**config.mk**
```make
export PLATFORM = sky130hd
export DESIGN_NAME = ow_slot_engine
export DESIGN_NICKNAME = d
export VERILOG_FILES = /design/src/rtl/ow_pkg.sv /design/src/rtl/ow_tick_gen.sv /design/src/rtl/ow_byte_shift.sv /design/src/rtl/ow_presence.sv /design/src/rtl/ow_seq.sv /design/src/rtl/ow_slot_engine.sv
export SDC_FILE = /design/constraint.sdc
export NUM_CORES = 1
export LEC_CHECK = 0
export BUFFER_PORTS_ARGS = -buffer_cell sky130_fd_sc_hd__clkbuf_2
export CORE_ASPECT_RATIO = 0.7
export CORE_MARGIN = 2
export CORE_UTILIZATION = 55
export CTS_CLUSTER_DIAMETER = 40
export DETAILED_ROUTE_END_ITERATION = 6
export GPL_TIMING_DRIVEN = 0
export PLACE_DENSITY = 0.74
export SKIP_LAST_GASP = 1
export SLEW_MARGIN = 30
export SYNTH_ARGS = -nofsm -noshare
export SYNTH_HDL_FRONTEND = slang
export SYNTH_SLANG_ARGS = --single-unit
```
**constraint.sdc**
```tcl
create_clock -name clk -period 2.7 [get_ports clk]
set_input_delay 0 -clock clk [delete_from_list [all_inputs] [get_ports clk]]
set_output_delay 0 -clock clk [all_outputs]
set_load 0.02 [all_outputs]
```
**src/rtl/ow_pkg.sv**
```systemverilog
// Package: shared state type and tick-count constants for the 1-Wire slot engine.
// Assumes every timing value is an exact multiple of the 6 us tick.
package ow_pkg;

    typedef enum logic [1:0] {
        ST_IDLE  = 2'd0,
        ST_RESET = 2'd1,
        ST_SLOT  = 2'd2
    } ow_state_e;

    localparam int TICK_US       = 6;

    // Reset sequence, in ticks
    localparam int RST_GAP_TK    = 60  / TICK_US;
    localparam int RST_LOW_TK    = 480 / TICK_US;
    localparam int PRES_WAIT_TK  = 24  / TICK_US;
    localparam int PRES_STEP_TK  = 12  / TICK_US;
    localparam int PRES_SAMPLES  = 32;
    localparam int PRES_TAIL_TK  = 72  / TICK_US;
    localparam int RST_TOTAL_TK  = RST_GAP_TK + RST_LOW_TK + PRES_WAIT_TK
                                 + PRES_SAMPLES * PRES_STEP_TK + PRES_TAIL_TK;
    localparam int RST_LOW_END   = RST_GAP_TK + RST_LOW_TK;
    localparam int POLL_FIRST    = RST_LOW_END + PRES_WAIT_TK - 1;
    localparam int POLL_LAST     = POLL_FIRST + (PRES_SAMPLES - 1) * PRES_STEP_TK;

    // Bit slot, in ticks
    localparam int SLOT_LEAD_TK  = 18 / TICK_US;
    localparam int SLOT_LOW_TK   = 12 / TICK_US;
    localparam int SLOT_SET_TK   = 6  / TICK_US;
    localparam int SLOT_TOTAL_TK = 90 / TICK_US;
    localparam int SLOT_SAMP_IDX = SLOT_LEAD_TK + SLOT_LOW_TK + SLOT_SET_TK - 1;

endpackage

```
**src/rtl/ow_tick_gen.sv**
```systemverilog
// Module: ow_tick_gen
// Produces a one-cycle tick every DIV clocks. The count restarts on sync, so the
// first tick after a start lands exactly DIV cycles later.
// Assumes DIV >= 1.
module ow_tick_gen #(
    parameter int DIV = 300
) (
    input  logic clk,
    input  logic rst_n,
    input  logic sync,
    output logic tick
);
    localparam int CW = (DIV > 1) ? $clog2(DIV) : 1;
    localparam logic [CW-1:0] LAST = CW'(DIV - 1);

    logic [CW-1:0] cnt;

    // Divider counter, cleared on reset and on each job start
    always_ff @(posedge clk) begin
        if (!rst_n || sync) begin
            cnt <= '0;
        end else if (cnt == LAST) begin
            cnt <= '0;
        end else begin
            cnt <= cnt + 1'b1;
        end
    end

    assign tick = (cnt == LAST);

endmodule

```
**src/rtl/ow_byte_shift.sv**
```systemverilog
// Module: ow_byte_shift
// One register serves both directions. It loads the byte to send, presents its
// LSB as the current bit, and on each shift brings the captured bit in at the MSB.
// After W shifts it holds the received byte with the first bit in bit 0.
module ow_byte_shift #(
    parameter int W = 8
) (
    input  logic         clk,
    input  logic         rst_n,
    input  logic         load,
    input  logic [W-1:0] load_data,
    input  logic         shift,
    input  logic         shift_in,
    output logic         cur_bit,
    output logic [W-1:0] data
);
    logic [W-1:0] sh;

    // Load or shift the combined transmit/receive register
    always_ff @(posedge clk) begin
        if (!rst_n) begin
            sh <= '0;
        end else if (load) begin
            sh <= load_data;
        end else if (shift) begin
            sh <= {shift_in, sh[W-1:1]};
        end
    end

    assign cur_bit = sh[0];
    assign data    = sh;

endmodule

```
**src/rtl/ow_presence.sv**
```systemverilog
// Module: ow_presence
// Records whether any presence sample saw the line low. It is cleared when a
// reset job starts.
module ow_presence (
    input  logic clk,
    input  logic rst_n,
    input  logic clear,
    input  logic sample,
    input  logic line_in,
    output logic found
);
    // Sticky low-detect flag
    always_ff @(posedge clk) begin
        if (!rst_n || clear) begin
            found <= 1'b0;
        end else if (sample && !line_in) begin
            found <= 1'b1;
        end
    end

endmodule

```
**src/rtl/ow_seq.sv**
```systemverilog
// Module: ow_seq
// Job sequencer. It runs either the reset and presence sequence or BITS bit
// slots, counting ticks within the job. It drives the line enable and the
// sample and shift strobes. It accepts a request only when idle.
module ow_seq
    import ow_pkg::*;
#(
    parameter int BITS = 8
) (
    input  logic clk,
    input  logic rst_n,
    input  logic tick,
    input  logic reset_req,
    input  logic tx_valid,
    input  logic line_in,
    input  logic cur_bit,
    input  logic pres_found,
    output logic tx_ready,
    output logic busy,
    output logic line_oe,
    output logic div_sync,
    output logic load,
    output logic shift,
    output logic shift_in,
    output logic pres_clear,
    output logic pres_sample,
    output logic presence_valid,
    output logic presence,
    output logic rx_valid
);
    localparam int TCW = $clog2(RST_TOTAL_TK);
    localparam int BW  = (BITS > 1) ? $clog2(BITS) : 1;

    localparam logic [TCW-1:0] T_RST_LAST  = TCW'(RST_TOTAL_TK - 1);
    localparam logic [TCW-1:0] T_LOW_BEG   = TCW'(RST_GAP_TK);
    localparam logic [TCW-1:0] T_LOW_END   = TCW'(RST_LOW_END);
    localparam logic [TCW-1:0] T_P_FIRST   = TCW'(POLL_FIRST);
    localparam logic [TCW-1:0] T_P_LAST    = TCW'(POLL_LAST);
    localparam logic [TCW-1:0] T_P_STEP    = TCW'(PRES_STEP_TK);
    localparam logic [TCW-1:0] T_S_FALL    = TCW'(SLOT_LEAD_TK);
    localparam logic [TCW-1:0] T_S_RISE1   = TCW'(SLOT_LEAD_TK + SLOT_LOW_TK);
    localparam logic [TCW-1:0] T_S_SAMP    = TCW'(SLOT_SAMP_IDX);
    localparam logic [TCW-1:0] T_S_LAST    = TCW'(SLOT_TOTAL_TK - 1);
    localparam logic [BW-1:0]  B_LAST      = BW'(BITS - 1);

    ow_state_e      state;
    logic [TCW-1:0] tcnt;
    logic [BW-1:0]  bit_idx;
    logic           samp_q;
    logic [TCW-1:0] poll_off;

    logic idle, start_rst, start_byte, rst_end, slot_end, slot_samp, in_poll;

    // Request decode and strobes derived from the tick position
    always_comb begin
        idle       = (state == ST_IDLE);
        start_rst  = idle && reset_req;
        start_byte = idle && !reset_req && tx_valid;
        rst_end    = (state == ST_RESET) && tick && (tcnt == T_RST_LAST);
        slot_end   = (state == ST_SLOT) && tick && (tcnt == T_S_LAST);
        slot_samp  = (state == ST_SLOT) && tick && (tcnt == T_S_SAMP);
        poll_off   = tcnt - T_P_FIRST;
        in_poll    = (tcnt >= T_P_FIRST) && (tcnt <= T_P_LAST);
    end

    assign tx_ready    = idle && !reset_req;
    assign busy        = !idle;
    assign div_sync    = start_rst || start_byte;
    assign load        = start_byte;
    assign pres_clear  = start_rst;
    assign pres_sample = (state == ST_RESET) && tick && in_poll
                         && ((poll_off % T_P_STEP) == '0);
    assign shift       = slot_end;
    assign shift_in    = samp_q;

    // Open-drain enable: reset low phase, or the low part of a slot
    always_comb begin
        line_oe = 1'b0;
        if (state == ST_RESET) begin
            line_oe = (tcnt >= T_LOW_BEG) && (tcnt < T_LOW_END);
        end else if (state == ST_SLOT) begin
            line_oe = (tcnt >= T_S_FALL) && ((tcnt < T_S_RISE1) || !cur_bit);
        end
    end

    // Job state, tick counter and bit index
    always_ff @(posedge clk) begin
        if (!rst_n) begin
            state   <= ST_IDLE;
            tcnt    <= '0;
            bit_idx <= '0;
        end else begin
            case (state)
                ST_IDLE: begin
                    tcnt    <= '0;
                    bit_idx <= '0;
                    if (start_rst) begin
                        state <= ST_RESET;
                    end else if (start_byte) begin
                        state <= ST_SLOT;
                    end
                end
                ST_RESET: begin
                    if (tick) begin
                        if (tcnt == T_RST_LAST) begin
                            state <= ST_IDLE;
                            tcnt  <= '0;
                        end else begin
                            tcnt <= tcnt + 1'b1;
                        end
                    end
                end
                ST_SLOT: begin
                    if (tick) begin
                        if (tcnt == T_S_LAST) begin
                            tcnt <= '0;
                            if (bit_idx == B_LAST) begin
                                state <= ST_IDLE;
                            end else begin
                                bit_idx <= bit_idx + 1'b1;
                            end
                        end else begin
                            tcnt <= tcnt + 1'b1;
                        end
                    end
                end
                default: state <= ST_IDLE;
            endcase
        end
    end

    // Slot sample: a 0 bit always captures 0
    always_ff @(posedge clk) begin
        if (!rst_n) begin
            samp_q <= 1'b0;
        end else if (slot_samp) begin
            samp_q <= line_in & cur_bit;
        end
    end

    // Completion pulses and the latched presence result
    always_ff @(posedge clk) begin
        if (!rst_n) begin
            presence_valid <= 1'b0;
            presence       <= 1'b0;
            rx_valid       <= 1'b0;
        end else begin
            presence_valid <= rst_end;
            rx_valid       <= slot_end && (bit_idx == B_LAST);
            if (rst_end) begin
                presence <= pres_found;
            end
        end
    end

endmodule

```
**src/rtl/ow_slot_engine.sv**
```systemverilog
// Module: ow_slot_engine (top)
// Single-pin 1-Wire master timing engine: reset and presence detection, and
// LSB-first byte transfer in fixed 90 us slots.
// Assumes line_in is already synchronised to clk and that CLK_MHZ * 6 clocks
// make one 6 us tick.
module ow_slot_engine #(
    parameter int CLK_MHZ = 50,
    parameter int BYTE_W  = 8
) (
    input  logic              clk,
    input  logic              rst_n,
    input  logic              reset_req,
    output logic              presence_valid,
    output logic              presence,
    input  logic              tx_valid,
    output logic              tx_ready,
    input  logic [BYTE_W-1:0] tx_byte,
    output logic              rx_valid,
    output logic [BYTE_W-1:0] rx_byte,
    output logic              busy,
    input  logic              line_in,
    output logic              line_oe,
    output logic              line_out
);
    localparam int DIV = CLK_MHZ * ow_pkg::TICK_US;

    logic tick, div_sync, load, shift, shift_in, cur_bit;
    logic pres_clear, pres_sample, pres_found;

    ow_tick_gen #(.DIV(DIV)) u_tick (
        .clk   (clk),
        .rst_n (rst_n),
        .sync  (div_sync),
        .tick  (tick)
    );

    ow_byte_shift #(.W(BYTE_W)) u_shift (
        .clk       (clk),
        .rst_n     (rst_n),
        .load      (load),
        .load_data (tx_byte),
        .shift     (shift),
        .shift_in  (shift_in),
        .cur_bit   (cur_bit),
        .data      (rx_byte)
    );

    ow_presence u_pres (
        .clk     (clk),
        .rst_n   (rst_n),
        .clear   (pres_clear),
        .sample  (pres_sample),
        .line_in (line_in),
        .found   (pres_found)
    );

    ow_seq #(.BITS(BYTE_W)) u_seq (
        .clk            (clk),
        .rst_n          (rst_n),
        .tick           (tick),
        .reset_req      (reset_req),
        .tx_valid       (tx_valid),
        .line_in        (line_in),
        .cur_bit        (cur_bit),
        .pres_found     (pres_found),
        .tx_ready       (tx_ready),
        .busy           (busy),
        .line_oe        (line_oe),
        .div_sync       (div_sync),
        .load           (load),
        .shift          (shift),
        .shift_in       (shift_in),
        .pres_clear     (pres_clear),
        .pres_sample    (pres_sample),
        .presence_valid (presence_valid),
        .presence       (presence),
        .rx_valid       (rx_valid)
    );

    // Open drain: the data level never leaves 0
    assign line_out = 1'b0;

endmodule

```
# After elaboration in Yosys (flattened, before gate mapping)
# Cells that the tools add are included.
# word_totals
register_bits	35
inputBits	13
out_inout_bits	15
elab_cells	89
# classes
addsub	4
magnitude_cmp	6
eq_ne	14
n_mux	21
n_bitwise	1
reduce_logical	33
# ops
cell	count
$mux 8	6
$pmux 8 s3	1
$logic_and 1x1->1	15
$mux 2	7
$add 9x1->9 const B	1
$eq 9x9->1 const B	1
$mux 3	3
$add 8x1->8 const B	1
$eq 8x3->1 const B	1
$eq 8x4->1 const B	1
$eq 8x8->1 const B	1
$ge 8x2->1 const B	1
$ge 8x4->1 const B	1
$ge 8x7->1 const B	1
$le 8x8->1 const B	1
$logic_not 8->1	1
$lt 8x3->1 const B	1
$lt 8x7->1 const B	1
$ne 2x2->1 const B	4
$pmux 2 s3	1
$pmux 3 s2	1
$reduce_and 6->1	1
$logic_not 1->1	5
$logic_or 1x1->1	4
15 further kinds	18

# Depth between registers and ports, before layout
# depth
ltp_word	6
mapped_depth	8
depth_no_buf	7

# Cells and area by module
# From an unflattened synthesis, not the netlist that was laid out.
# hier_totals
cells_unflattened	230
hier_area_um2	2055.7
# by_module_without_submodules
mod	instances	cells_per_inst	area_per_inst_um2	seq_area_each_um2
ow_seq	1	144	1154.9	340.3
ow_byte_shift	1	36	447.9	160.2
ow_tick_gen	1	44	401.6	180.2
ow_presence	1	4	40.0	20.0
ow_slot_engine	1	2	11.3	0.0

# Least setup slack after synthesis
# OpenSTA, ideal clock, no wires.
# synth_path
path_kind	flip-flop to flip-flop
startpoint	reg u_seq.state[0]
endpoint	reg u_shift.sh[5] (netlist: u_shift.data[5])
setup_time_ns	0.132
arrival_ns	1.784
required_time_ns	2.568
path_slack_ns	0.784
stages_incl_launch_ff	9
n_path_buf	1
period_less_slack_ns	1.916
cell_sequence	dfxtp_1 > inv_1 > ha_1 > inv_1 > nor2_1 > nand2_1 > clkbuf_1 > o21ai_0 > a21oi_1
# synth_via
elab_chain_cells	4
word_cells_on_any_way	8
classes_between	eq/ne (1); mux (1); reduce/logical (6)
# synth_lines
item	line_no	source
from (decl)	ow_seq.sv:46	ow_state_e state;
from (signal assigned)	ow_seq.sv:89	state <= ST_IDLE;
from (signal assigned)	ow_seq.sv:98	state <= ST_RESET;
from (signal assigned)	ow_seq.sv:100	state <= ST_SLOT;
$logic_not 2->1 (*)	ow_seq.sv:56	idle = (state == ST_IDLE);
$logic_and 1x1->1 (*)	-	
via tx_ready	ow_slot_engine.sv:16	output logic tx_ready,
$logic_and 1x1->1 (*)	ow_seq.sv:58	start_byte = idle && !reset_req && tx_valid;
$mux 8 or $reduce_bool 2->1 (tied branches)	-	
to (signal assigned)	ow_byte_shift.sv:24	sh <= load_data;
to (signal assigned)	ow_byte_shift.sv:26	sh <= {shift_in, sh[W-1:1]};
to (decl)	ow_byte_shift.sv:17	logic [W-1:0] sh;
# The timed path passes the listed nets; every way through them passes the cells marked *.
# A chain may end at the register's enable or synchronous reset.

# Worst setup path in the final report
# layout_path
startpoint	reg u_seq.tcnt[0]
endpoint	reg u_seq.tcnt[6]
# layout_via
elab_chain_cells	4
word_cells_on_any_way	8
classes_between	add/sub (1); eq/ne (2); mux (5)
# layout_lines
item	line_no	source
from (decl)	ow_seq.sv:47	logic [TCW-1:0] tcnt;
from (signal assigned)	ow_seq.sv:109	tcnt <= tcnt + 1'b1;
from (signal assigned)	ow_seq.sv:123	tcnt <= tcnt + 1'b1;
$add 8x1->8, or another cell as far along	ow_seq.sv:109, ow_seq.sv:123	
$mux 8, on equally long branches	ow_seq.sv:115, ow_seq.sv:105	
$mux 8, on equally long branches	ow_seq.sv:114, ow_seq.sv:104	
$pmux 8 s3 (*)	ow_seq.sv:93	case (state)
# Every way passes the cells marked *; elsewhere a longest branch is shown, timed or not. The select of a mux whose other input is x is not followed.

==> impl_metrics.yaml <==
cts:
  ctsRootBufferMaster: "clkbuf_8"
  cts_resized: 0
  cts_hold_buf: 6
  clk_latency_ns: 0.29
  h-tree-depth: 2
  cts_num_sinks: 35
  cts_buffers: 5
  post_cts_buffers: 0
  cts_tree: "done"
  cts_buffer_depth: 2
  clkTransAtPathRegs_ns: 0.07
route:
  drtAntennaViolNets: 0
  wl_met2_mm: 1.74
  drc: 0
  firstDrtPassIters: 4
  met1_length_mm: 2.20
  routedWlPerCell_um: 13.3
  drtIter0Drc: 98
  vias: 1759
  totalWireLength_mm: 4.28
  viasPerCell: 5.48
  wl_met3_um: 303
  highest_layer: "met4"
outcome:
  failed_checks: "negative hold slack"
  outcome: "finished, violations left"
setup_path:
  critPathKind: "register to register"
  slowest_stage: "dfxtp_1"
  reg2reg_from: "u_seq.tcnt[0]"
  rr_endpoint: "u_seq.tcnt[6]"
  arrival_ns: 2.23
  endpoint_kind: "register"
  cp_max_fo: 9
  crit_path_max_incr_delay_ns: 0.53
  cp.required_ns: 2.88
  critPathLaunchType: "register"
  r2r_slack_ns: 0.65
  crit_chain: "inv_1 > ha_1 > and3_2 > o22ai_1 > nand2_1 > o41ai_1"
  ff2ff_path_depth: 6
floorplan:
  die_h_um: 54.1
  core_area_um2: 3470
  fp.dieW_um: 75.5
  die_area_um2: 4080
  rows: 18
  start_util_pct: 56.8
  io_pins: 28
sta:
  skew_ns: 0.0117
  finalSetupViolations: 0
  setup_tns_ns: 0
  worst_pin_slew_ns: 0.530
  timing.final.crit_share_pct: 76.0
  relSlewSlack_pct: 64.7
  grt_setup_unrepaired: "false"
  slew_viol_final: 0
  period_needed_ns: 2.05
  whs_ns: -0.00777
  finalHoldViolCount: 2
  fmax_ghz: 0.488
grt:
  grt_pass1_wl_mm: 6.68
  antenna_found_initial: 0
  first_global_vias: 1422
  gr-total-overflow: 0
  grt_max_degree: 13
  track_usage_pct: 22.0
flow_run:
  drv_cap: 0
final_layout:
  drive_gt1_share_pct: 17.3
  area_growth_pct: 17.1
  final_util_pct: 66.5
  antenna_cells: 0
  fill_cells: 319
  nets: 295
pwr:
  p_leak_nw: 0.945
  finalPower_mw: 1.26
  power.density_nw_per_um2: 548
  ir_worst_vdd_v: 0.000352
synthesis:
  syn_inst: 232
  ys.flop_type: "dfxtp_1"
  ys_types: 43
  synth.avg_cell_area_um2: 8.49
  netlist_area_um2: 1970
  ys_ff_latch: 35
  syn_nets: 257
  synth_edf_count: 0
  yosys_warnings: 0
  ys_seq_area_share_pct: 35.6
  ys_async_sr_fraction_pct: 0
min_path:
  holdPathEnd: "u_shift.data[1]"
  hold_path_class: "input pin to register"
  min-delay-start: "tx_byte[1]"
  holdPathStages: 3
placed_design:
  numPortBuffers: 25
  dp_hpwl_mm: 3.09
  place_congestion: 0.864
-- worst max-delay path, delay by kind of cell, from the launching register on --
kind,cells,cell delay [ns]
buf+inv,1,0.12
flops,1,0.53
compound gates,2,0.70
fa+ha+maj,1,0.22
simple gates,2,0.37
-- metal layers --
metal  global-route usage [%]  up-vias
li1                         -      894
met1                     32.5      802
met2                     31.6       58
met3                     5.43        5
met4                     5.85        0
met5                        0        -
-- layout by cell type (no fill, tap or decap), types with 2 or more instances in the layout --
cell and instances:
nand4_1 3, nand4b_1 3, a21oi_1 14, mux2i_1 11, clkbuf_8 5, nor3_1 3
nand3b_1 5, a2bb2oi_1 2, nor4b_2 2, dlygate4sd3_1 6, a31oi_1 7, ha_1 12
nor2_1 16, nand2b_1 3, dfxtp_1 35, buf_6 2, o21ai_0 14, clkbuf_1 7
and2_1 2, nor4_1 3, buf_4 3, clkbuf_2 25, clkinvlp_4 2, nand2_1 26
inv_1 11, and3_1 7, xor2_1 5, nand3_1 17
-- worst max path at each step --
stage | depth (start not counted) | end | slack [ns] | start
after floorplan | 8 | u_shift.data[5] | 0.78 | u_seq.state[0]
after global placement | 6 | u_seq.tcnt[6] | 0.77 | u_seq.tcnt[0]
after detailed placement | 6 | u_seq.tcnt[6] | 0.72 | u_seq.tcnt[0]
after CTS | 7 | line_oe | 0.67 | u_seq.tcnt[4]
after global routing | 6 | u_seq.tcnt[6] | 0.55 | u_seq.tcnt[0]
final | 6 | u_seq.tcnt[6] | 0.65 | u_seq.tcnt[0]
-- kinds of logic (layout without fill, tap and decap cells) --
kind of cell | count (synthesis) | in the layout | share of synthesized area, %
AND/OR/NAND/NOR | 99 | 99 | 28.8
other | 1 | 1 | 0.190
flip-flops | 35 | 35 | 35.6
multiplexers | 12 | 12 | 6.16
XOR/XNOR | 6 | 6 | 2.67
AO/OA/AOI/OAI | 43 | 43 | 13.0
adder cells (fa/ha/maj) | 12 | 12 | 7.62
buffers and inverters | 24 | 63 | 5.97
-- registers in the layout, indices dropped and copies added (netlist names) --
signal                count
u_tick.cnt                9
u_seq.tcnt                8
u_shift.data              8
u_seq.bit_idx             3
u_seq.state               2
u_pres.found              1
u_seq.presence            1
u_seq.presence_valid      1
u_seq.rx_valid            1
u_seq.shift_in            1
-- area by class of cell --
| class | count | area (µm²) | area share (%) |
|---|---|---|---|
| sequential | 35 | 701 | 30.4 |
| multi-input combinational | 173 | 1150 | 49.9 |
| clock buffer | 5 | 68.8 | 2.98 |
| buffer | 13 | 76.3 | 3.31 |
| clock inverter | 3 | 20.0 | 0.868 |
| tap | 50 | 62.6 | 2.71 |
| timing repair buffer | 31 | 185 | 8.03 |
| inverter | 11 | 41.3 | 1.79 |
-- Yosys cell counts, types with 2 or more instances --
cell | count | share of area, %
nor3_1 | 3 | 0.76
nand3b_1 | 5 | 1.9
nand4_1 | 3 | 0.95
nand4b_1 | 3 | 1.3
nand2_1 | 26 | 5.0
nand2b_1 | 3 | 0.95
nand3_1 | 17 | 4.3
xor2_1 | 5 | 2.2
a2bb2oi_1 | 2 | 0.89
ha_1 | 12 | 7.6
and3_1 | 7 | 2.2
and2_1 | 2 | 0.64
a21oi_1 | 14 | 3.6
a31oi_1 | 7 | 2.2
nor4b_2 | 2 | 1.5
buf_4 | 3 | 1.1
mux2i_1 | 11 | 5.6
clkbuf_1 | 7 | 1.3
o21ai_0 | 14 | 3.6
nor2_1 | 16 | 3.0
buf_6 | 2 | 1.1
dfxtp_1 | 35 | 36
inv_1 | 11 | 2.1
nor4_1 | 3 | 0.95
-- per-stage QoR --
| stage | setup slack (ns) | cell area, µm² | instances |
|---|---|---|---|
| 2_1_floorplan | 0.784 | 1970 | 232 |
| 3_3_place_gp | 0.770 | 2160 | 307 |
| 3_5_place_dp | 0.724 | 2160 | 307 |
| 4_1_cts | 0.673 | 2310 | 321 |
| 5_1_grt | 0.547 | 2310 | 321 |
| 6_report | 0.649 | 2310 | 321 |
-- report_power, final --
group          switching [mW]  internal (mW)
combinational           0.199          0.109
clock                   0.201          0.179
sequential             0.0287          0.544
No activity file was read; power rests on OpenSTA's default activity.
